[src/rtl/irpk_pkg.sv]
package irpk_pkg;

  typedef enum logic [2:0] {
    SEQ_IDLE,
    SEQ_DATA,
    SEQ_TAIL,
    SEQ_GAP,
    SEQ_STOP
  } seq_state_e;

  localparam logic [1:0] PH_LEAD  = 2'd0;
  localparam logic [1:0] PH_RISE  = 2'd1;
  localparam logic [1:0] PH_VALUE = 2'd2;

endpackage

[src/rtl/irpk_frame_build.sv]
module irpk_frame_build #(
  parameter int NUM_W  = 3,
  parameter int ID_W   = 16,
  parameter int CSUM_W = 8,
  localparam int CODE_W = NUM_W + 1,
  localparam int DBITS  = CODE_W + ID_W + CSUM_W,
  localparam int IDX_W  = $clog2(DBITS)
) (
  input  logic              clk,
  input  logic              rst,
  input  logic              load,
  input  logic [NUM_W-1:0]  btn_num,
  input  logic [ID_W-1:0]   unit_id,
  input  logic [IDX_W-1:0]  bit_idx,
  output logic              data_bit,
  output logic [DBITS-1:0]  frame_q
);

  localparam int NCHUNK = ID_W / CSUM_W;

  logic [CSUM_W-1:0] part [0:NCHUNK];
  logic [DBITS-1:0]  msg;
  logic [DBITS-1:0]  msg_rev;

  // checksum: button code plus each identifier byte, carry dropped
  assign part[0] = {{(CSUM_W-CODE_W){1'b0}}, 1'b1, btn_num};

  for (genvar g = 0; g < NCHUNK; g++) begin : g_chunk
    assign part[g+1] = part[g] + unit_id[g*CSUM_W +: CSUM_W];
  end

  assign msg = {1'b1, btn_num, unit_id, part[NCHUNK]};

  // stored reversed so the bit index counts in send order
  for (genvar k = 0; k < DBITS; k++) begin : g_rev
    assign msg_rev[k] = msg[DBITS-1-k];
  end

  always_ff @(posedge clk) begin
    if (rst) begin
      frame_q <= '0;
    end else if (load) begin
      frame_q <= msg_rev;
    end
  end

  assign data_bit = frame_q[bit_idx];

endmodule

[src/rtl/irpk_chip_shape.sv]
module irpk_chip_shape
  import irpk_pkg::*;
(
  input  logic       active,
  input  logic       invert,
  input  logic [1:0] phase,
  input  logic       data_bit,
  output logic       chip
);

  logic raw;

  always_comb begin
    unique case (phase)
      PH_LEAD:  raw = 1'b0;
      PH_RISE:  raw = 1'b1;
      default:  raw = data_bit;
    endcase
    chip = active ? (raw ^ invert) : 1'b0;
  end

endmodule

[src/rtl/irpk_sequencer.sv]
module irpk_sequencer
  import irpk_pkg::*;
#(
  parameter int DBITS     = 28,
  parameter int GAP_CHIPS = 18,
  localparam int IDX_W    = $clog2(DBITS),
  localparam int GAP_W    = (GAP_CHIPS > 1) ? $clog2(GAP_CHIPS) : 1
) (
  input  logic             clk,
  input  logic             rst,
  input  logic             chip_tick,
  input  logic             btn_strobe,
  output logic             load,
  output logic             emit,
  output logic             active,
  output logic             invert,
  output logic [1:0]       phase,
  output logic [IDX_W-1:0] bit_idx,
  output logic             busy_q
);

  localparam logic [IDX_W-1:0] LAST_IDX = IDX_W'(DBITS - 1);
  localparam logic [GAP_W-1:0] LAST_GAP = GAP_W'(GAP_CHIPS - 1);

  seq_state_e       state;
  logic             second;
  logic [GAP_W-1:0] gap_cnt;

  assign load   = (state == SEQ_IDLE) && btn_strobe;
  assign emit   = chip_tick && (state != SEQ_IDLE);
  assign active = (state == SEQ_DATA) || (state == SEQ_TAIL);
  assign invert = second;

  always_ff @(posedge clk) begin
    if (rst) begin
      state   <= SEQ_IDLE;
      second  <= 1'b0;
      gap_cnt <= '0;
      phase   <= PH_LEAD;
      bit_idx <= '0;
      busy_q  <= 1'b0;
    end else begin
      unique case (state)
        SEQ_IDLE: begin
          if (btn_strobe) begin
            state   <= SEQ_DATA;
            second  <= 1'b0;
            phase   <= PH_LEAD;
            bit_idx <= '0;
            busy_q  <= 1'b1;
          end
        end
        SEQ_DATA: begin
          if (chip_tick) begin
            if (phase == PH_VALUE) begin
              phase <= PH_LEAD;
              if (bit_idx == LAST_IDX) begin
                bit_idx <= '0;
                state   <= SEQ_TAIL;
              end else begin
                bit_idx <= bit_idx + 1'b1;
              end
            end else begin
              phase <= phase + 2'd1;
            end
          end
        end
        SEQ_TAIL: begin
          if (chip_tick) begin
            if (phase == PH_RISE) begin
              phase   <= PH_LEAD;
              gap_cnt <= '0;
              state   <= second ? SEQ_STOP : SEQ_GAP;
            end else begin
              phase <= PH_RISE;
            end
          end
        end
        SEQ_GAP: begin
          if (chip_tick) begin
            if (gap_cnt == LAST_GAP) begin
              state  <= SEQ_DATA;
              second <= 1'b1;
            end else begin
              gap_cnt <= gap_cnt + 1'b1;
            end
          end
        end
        SEQ_STOP: begin
          if (chip_tick) begin
            state  <= SEQ_IDLE;
            second <= 1'b0;
            busy_q <= 1'b0;
          end
        end
        default: state <= SEQ_IDLE;
      endcase
    end
  end

  AST_PHASE_RANGE: assert property (@(posedge clk) disable iff (rst)
    phase != 2'd3);

endmodule

[src/rtl/irpk_encoder.sv]
module irpk_encoder #(
  parameter int NUM_W     = 3,
  parameter int ID_W      = 16,
  parameter int CSUM_W    = 8,
  parameter int GAP_CHIPS = 18
) (
  input  logic             clk,
  input  logic             rst,
  input  logic             chip_tick,
  input  logic             btn_strobe,
  input  logic [NUM_W-1:0] btn_num,
  input  logic [ID_W-1:0]  unit_id,
  output logic             chip_out,
  output logic             busy
);

  localparam int DBITS = NUM_W + 1 + ID_W + CSUM_W;
  localparam int IDX_W = $clog2(DBITS);

  logic             load;
  logic             emit;
  logic             active;
  logic             invert;
  logic [1:0]       phase;
  logic [IDX_W-1:0] bit_idx;
  logic             data_bit;
  logic             next_chip;
  logic [DBITS-1:0] frame_q;

  irpk_sequencer #(
    .DBITS     (DBITS),
    .GAP_CHIPS (GAP_CHIPS)
  ) u_seq (
    .clk        (clk),
    .rst        (rst),
    .chip_tick  (chip_tick),
    .btn_strobe (btn_strobe),
    .load       (load),
    .emit       (emit),
    .active     (active),
    .invert     (invert),
    .phase      (phase),
    .bit_idx    (bit_idx),
    .busy_q     (busy)
  );

  irpk_frame_build #(
    .NUM_W  (NUM_W),
    .ID_W   (ID_W),
    .CSUM_W (CSUM_W)
  ) u_frame (
    .clk      (clk),
    .rst      (rst),
    .load     (load),
    .btn_num  (btn_num),
    .unit_id  (unit_id),
    .bit_idx  (bit_idx),
    .data_bit (data_bit),
    .frame_q  (frame_q)
  );

  irpk_chip_shape u_shape (
    .active   (active),
    .invert   (invert),
    .phase    (phase),
    .data_bit (data_bit),
    .chip     (next_chip)
  );

  always_ff @(posedge clk) begin
    if (rst) begin
      chip_out <= 1'b0;
    end else if (emit) begin
      chip_out <= next_chip;
    end
  end

  AST_IDLE_AFTER_RESET: assert property (@(posedge clk) disable iff (rst)
    $past(rst) |-> (!chip_out && !busy));

  AST_BUSY_FROM_STROBE: assert property (@(posedge clk) disable iff (rst)
    (!$past(rst) && $rose(busy)) |-> ($past(btn_strobe) && !chip_out));

  AST_BUSY_ENDS_ON_TICK: assert property (@(posedge clk) disable iff (rst)
    (!$past(rst) && $fell(busy)) |-> ($past(chip_tick) && !chip_out));

  AST_FRAME_HELD_WHILE_BUSY: assert property (@(posedge clk) disable iff (rst)
    (!$past(rst) && $past(busy)) |-> $stable(frame_q));

  AST_CHIP_ONLY_ON_TICK: assert property (@(posedge clk) disable iff (rst)
    (!$past(rst) && !$past(chip_tick)) |-> $stable(chip_out));

endmodule

[config.mk]
export PLATFORM = sky130hd
export DESIGN_NAME = irpk_encoder
export DESIGN_NICKNAME = d
export VERILOG_FILES = /design/src/rtl/irpk_pkg.sv /design/src/rtl/irpk_frame_build.sv /design/src/rtl/irpk_chip_shape.sv /design/src/rtl/irpk_sequencer.sv /design/src/rtl/irpk_encoder.sv
export SDC_FILE = /design/constraint.sdc
export NUM_CORES = 1
export LEC_CHECK = 0
export BUFFER_PORTS_ARGS = -buffer_cell sky130_fd_sc_hd__buf_2
export CORE_MARGIN = 4
export CORE_UTILIZATION = 64
export CTS_CLUSTER_SIZE = 25
export DETAILED_ROUTE_END_ITERATION = 7
export PLACE_DENSITY_LB_ADDON = 0.15
export SKIP_LAST_GASP = 1
export SLEW_MARGIN = 20
export SYNTH_ARGS = -nofsm -noshare
export SYNTH_HDL_FRONTEND = slang
export SYNTH_SLANG_ARGS = --single-unit
[constraint.sdc]
create_clock -name clk -period 5.5 [get_ports clk]
set_input_delay 0.55 -clock clk [delete_from_list [all_inputs] [get_ports clk]]
set_output_delay 0.55 -clock clk [all_outputs]
set_load 0.01 [all_outputs]
; Word-level counts from Yosys, hierarchy flattened
; Cells that the tools add are included.
[word_totals]
register_bits = 46
input_bits = 23
out_inout_bits = 2
wordCells = 88
[classes]
n_addsub = 5
order_cmp = 1
n_eq_ne = 18
n_mux = 38
bitwise_logic = 1
reduce_logical = 17
[op_table]
columns = cell, count
row1 = two-way mux 5 bit, 8
row2 = two-way mux 3 bit, 10
row3 = one-hot mux 5 bit (2 select lines), 2
row4 = "inequality test 2 bit, second input constant", 9
row5 = one-hot mux 3 bit (5 select lines), 1
row6 = "adder 5 x 1 -> 5 bit, second input constant", 2
row7 = "== test 5 bit, second input constant", 2
row8 = AND reduction 5 bit, 2
row9 = AND reduction 9 bit, 1
row10 = nonzero test 3 bit, 3
row11 = adder 4 x 8 -> 8 bit, 1
row12 = adder 8 bit, 1
row13 = two-way mux 1 bit, 8
row14 = two-way mux 2 bit, 4
row15 = AND reduction 4 bit, 2
row16 = "== test 3 x 2 -> 1 bit, second input constant", 2
row17 = "less-than comparator 5 x 6 -> 1 bit, second input constant", 1
row18 = one-hot mux 2 bit (3 select lines), 1
row19 = nonzero test 2 bit, 3
row20 = binary-select mux 1 bit (select 5 bit), 1
row21 = one-hot mux 1 bit (2 select lines), 2
row22 = "== test 3 x 1 -> 1 bit, second input constant", 1
row23 = "== test 3 bit, second input constant", 1
row24 = zero test 3 bit, 1
row25 = other kinds (10), 11

; Depth between registers and ports, before layout
[logic_depth]
depth_word = 5
depth_mapped = 10
ltp_nobuf = 10

; Hierarchy
; A second synthesis with hierarchy kept.
[hier_totals]
cells_unflattened = 300
area_unflattened_um2 = 2817.7
[modules_own_cells]
columns = module, n_inst, cells_per_inst, area_per_inst_um2, seq_area_each_um2
row1 = irpk_frame_build, 1, 166, 1660.3, 560.5
row2 = irpk_sequencer, 1, 127, 1093.5, 340.3
row3 = irpk_encoder, 1, 3, 33.8, 20.0
row4 = irpk_chip_shape, 1, 4, 30.0, 0.0

; Worst setup path before layout
; Ideal clock, no wire load.
[synth_path]
path_kind = input to register
from = input btn_num[1]
to = register u_frame.frame_q[20]
setup_ns = 0.079
t_arrival_ns = 2.575
t_required_ns = 5.421
slack_ns = 2.846
path_stages = 8
path_buffers = 0
path_cell_list = fa_1 ha_1 fa_1 a21o_1 a21oi_1 o21bai_1 a2111o_1 o211ai_1
[synth_via]
elab_chain_cells = 2
[synth_rtl]
columns = item, line_no
row1 = "start, declared", irpk_encoder.sv:11  ; input logic [NUM_W-1:0] btn_num,
row2 = adder 4 x 8 -> 8 bit, irpk_frame_build.sv:29  ; assign part[g+1] = part[g] + unit_id[g*CSUM_W +: CSUM_W];
row3 = adder 8 bit, irpk_frame_build.sv:29
row4 = "end signal, assigned", irpk_frame_build.sv:43  ; frame_q <= msg_rev;
row5 = "end, declared", irpk_frame_build.sv:16  ; output logic [DBITS-1:0] frame_q
; Every way passes these cells.
; A chain may end at the register's enable or synchronous reset.

; Worst setup path in the final report
; Ends and elaborated chain as after synthesis.

==> impl_summary.log <==
INFO  metric grt_use_total = 23.1%
INFO  metric rrSetupSlack = between 3000 and 4000 ps
INFO  metric clock-skew-final = between 9 and 10 ps
INFO  metric async_reset_ff_share = 0%
INFO  metric routed-wl-met3 = about 270 µm
INFO  metric sum_of_negative_setup_slack = 0 ps
INFO  metric clock-root-buffer = clkbuf_8
INFO  metric total_standard_cell_area_after_synthesis = 2660 µm²
INFO  metric report.power.total = 0.866 mW
INFO  metric status = finished, final reports clean
INFO  metric leakagePower = between 1 and 1.5 nW
INFO  metric number_of_h_tree_branching_levels = 2
INFO  metric ios = 25
INFO  metric ctsResizeCount = 0
INFO  metric grt_pass1_vias = 2120
INFO  metric synth-warning-count = 0
INFO  metric share_of_layout_cells_above_drive_strength_1 = 12.6%
INFO  metric critPathLaunchType = input port
INFO  metric drt_first_iter_violations = ~130
INFO  metric crit-reg2reg-capture = u_frame.frame_q[21]
INFO  metric reg2reg_from = u_seq.state[1]
INFO  metric power_density = slightly below 300 nW/µm²
INFO  metric setup_violations = 0
INFO  metric antennaDiodeCount = 0
INFO  metric post_synth.cell_area_avg = between 8 and 9 µm²
INFO  metric place_hpwl = 4070 µm
INFO  metric critPathMaxFanout = 2
INFO  metric floorplan.initialDensity = 66.5%
INFO  metric die_width = 72.5 µm
INFO  metric worst-endpoint-arrival = 2820 ps
INFO  metric maximum_number_of_pins_on_one_net_before_global_route_repair = 39
INFO  metric clk_latency = 300 ps
INFO  metric crit_path_end_kind = flip-flop
INFO  metric report.final.hold_viol_count = 0
INFO  metric drc_errors = 0
INFO  metric grt_pass1_wl = ~9600 µm
INFO  metric r2r_cells = 4
INFO  metric grt_antenna_before_repair = 0
INFO  metric max-cap-violations = 0
INFO  metric totalWireLength = approximately 5500 µm
INFO  metric gr_ovfl_total = 0
INFO  metric timing.final.crit_period = 2590 ps
INFO  metric synth_ff_type = dfxtp_1
INFO  metric routedLengthMet1 = 2430 µm
INFO  metric dr.pass1.iters = 4
INFO  metric cts_setup_buffers = 0
INFO  metric timing.max_slew.rel_slack = about a third
INFO  metric drt-vias-per-instance = about 6
INFO  metric synth_cells = roughly 320
INFO  metric route.met2.wl = approximately 2700 µm
INFO  metric setup_repair_after_global_routing_missed_its_margin = false
INFO  metric route.detailed.wl_per_inst = approximately 14 µm
INFO  metric highest-signal-layer = met4
INFO  metric timing_max_transition_violations_final = 0
INFO  metric post_synthesis_cell_type_count = 50
INFO  metric cts_hold_buf = 0
INFO  metric timing.critical_path.required = between 5000 and 6000 ps
INFO  metric setup.worst_path.start = btn_num[1]
INFO  metric cts_buffers = 5
INFO  metric least_margin_pin_slew = 979 ps
INFO  metric cts_buffer_depth = 2
INFO  metric vias = about 2300
INFO  metric syn_to_final_growth = 9.40%
INFO  metric flip_flop_and_latch_count_after_synthesis = 46
INFO  metric clock-sinks = between 40 and 50
INFO  metric path_class = input port to flip-flop
INFO  metric yosysSeqAreaShare = 34.6%
INFO  metric ant_nets = 0
INFO  metric count_of_port_buffers_added_during_placement = 24
INFO  metric fmaxAchievable = just under 400 MHz
INFO  metric clk_pin_slew_worst_paths = 80 ps
INFO  metric irDropWorstVdd = 217 µV
INFO  metric dieHeight = 72.5 µm
INFO  metric endpoint = u_frame.frame_q[20]
INFO  metric worst_hold_path_type = flip-flop to flip-flop
INFO  metric fin_crit_sh = 47.1%
INFO  metric floorplan_core_area = 4000 µm²
INFO  metric place_congestion = approximately 0.86
INFO  metric layout.nets = 373
INFO  metric cts_tree = built
INFO  metric area_of_the_die = 5250 µm²
INFO  metric synth_edf_count = 0
INFO  metric synthesized_net_count = about 360
INFO  metric core.rowCount = 23
==> sequential cells by signal, indices dropped and copies added (netlist names) <==
name             count
u_seq.bit_idx        5
u_seq.gap_cnt        5
u_frame.frame_q     28
u_seq.busy_q         1
u_seq.invert         1
u_seq.state          3
u_seq.phase          2
chip_out             1
==> cell usage in the layout, fill, tap and decap left out, types with 5 or more instances in the layout <==
| cell | netlist | final |
|---|---|---|
| inv_1 | 16 | 16 |
| ha_1 | 13 | 13 |
| dfxtp_1 | 46 | 46 |
| clkbuf_8 | 0 | 6 |
| xnor2_1 | 6 | 6 |
| xor2_1 | 6 | 6 |
| nand2_1 | 59 | 59 |
| nor2_1 | 27 | 27 |
| a21oi_1 | 31 | 31 |
| nand3_1 | 10 | 10 |
| mux2i_1 | 11 | 11 |
| nand2b_1 | 5 | 5 |
| nor2b_1 | 6 | 6 |
| buf_2 | 7 | 24 |
==> cell usage after synthesis (5+ instances only) <==
| library cell | count | area, µm² |
|---|---|---|
| clkbuf_1 | 9 | 33.8 |
| a21oi_1 | 31 | 155 |
| buf_2 | 7 | 35.0 |
| nand2_1 | 59 | 221 |
| dfxtp_1 | 46 | 921 |
| xor2_1 | 6 | 52.6 |
| ha_1 | 13 | 163 |
| nand3_1 | 10 | 50.1 |
| nor2b_1 | 6 | 37.5 |
| xnor2_1 | 6 | 52.6 |
| inv_1 | 16 | 60.1 |
| nor2_1 | 27 | 101 |
| nand2b_1 | 5 | 31.3 |
| mux2i_1 | 11 | 110 |
==> worst max-delay path, cell delays in order <==
cell and delay (ps):
buf_2 120, fa_1 470, ha_1 250, fa_1 410, a21o_1 190, a21oi_1 210, o21bai_1 120, a2111o_1 410
o211ai_1 90
==> through the flow <==
stage	hold WS [ps]	setup slack (ps)	utilization [%]	std cells	cell area, µm²
4_1_cts	459	2920	72.8	384	2910
5_1_grt	473	2790	72.8	384	2910
3_5_place_dp	447	2610	69.2	376	2770
3_3_place_gp	436	2660	69.2	376	2770
2_1_floorplan	428	2850	-	319	2660
6_report	457	2910	72.8	384	2910
==> routing by layer <==
layer	GRT usage, %	vias to the layer above
li1	-	1133
met1	29.4	1057
met2	40.3	59
met3	3.74	6
met4	6.56	0
met5	0	-
==> cell type report <==
cell class / instances / area [µm²]
Inverter: 17 / 63.8
Multi-Input combinational cell: 238 / 1590
Clock buffer: 6 / 82.6
Timing Repair Buffer: 25 / 128
Fill cell: 335 / 1090
Tap cell: 50 / 62.6
Clock inverter: 2 / 60.1
Sequential cell: 46 / 921
==> worst min-delay path by stage <==
stage | start | endpoint | depth (start not counted)
2_1_floorplan | u_frame.frame_q[22] | u_frame.frame_q[22] | 2
3_3_place_gp | u_frame.frame_q[22] | u_frame.frame_q[22] | 2
3_5_place_dp | u_frame.frame_q[4] | u_frame.frame_q[4] | 2
4_1_cts | u_frame.frame_q[4] | u_frame.frame_q[4] | 2
5_1_grt | u_frame.frame_q[4] | u_frame.frame_q[4] | 2
6_report | u_frame.frame_q[4] | u_frame.frame_q[4] | 2
==> where the power goes <==
group	total (mW)	internal [mW]	switching, mW
clock network	0.306	0.194	0.112
registers	0.384	0.359	0.0247
logic	0.176	0.0766	0.0998
total	0.866	0.629	0.237
==> cells by family (layout without fill, tap and decap cells) <==
logic type / after synthesis / after routing / share of synthesized area (%)
xor+xnor: 12 / 12 / 3.95
buf+inv: 35 / 50 / 5.69
mux: 18 / 18 / 8.93
fa+ha+maj: 17 / 17 / 9.12
compound gates: 64 / 64 / 15.9
flops: 46 / 46 / 34.6
simple gates: 127 / 127 / 21.8
(Power assumes the default switching activity.)
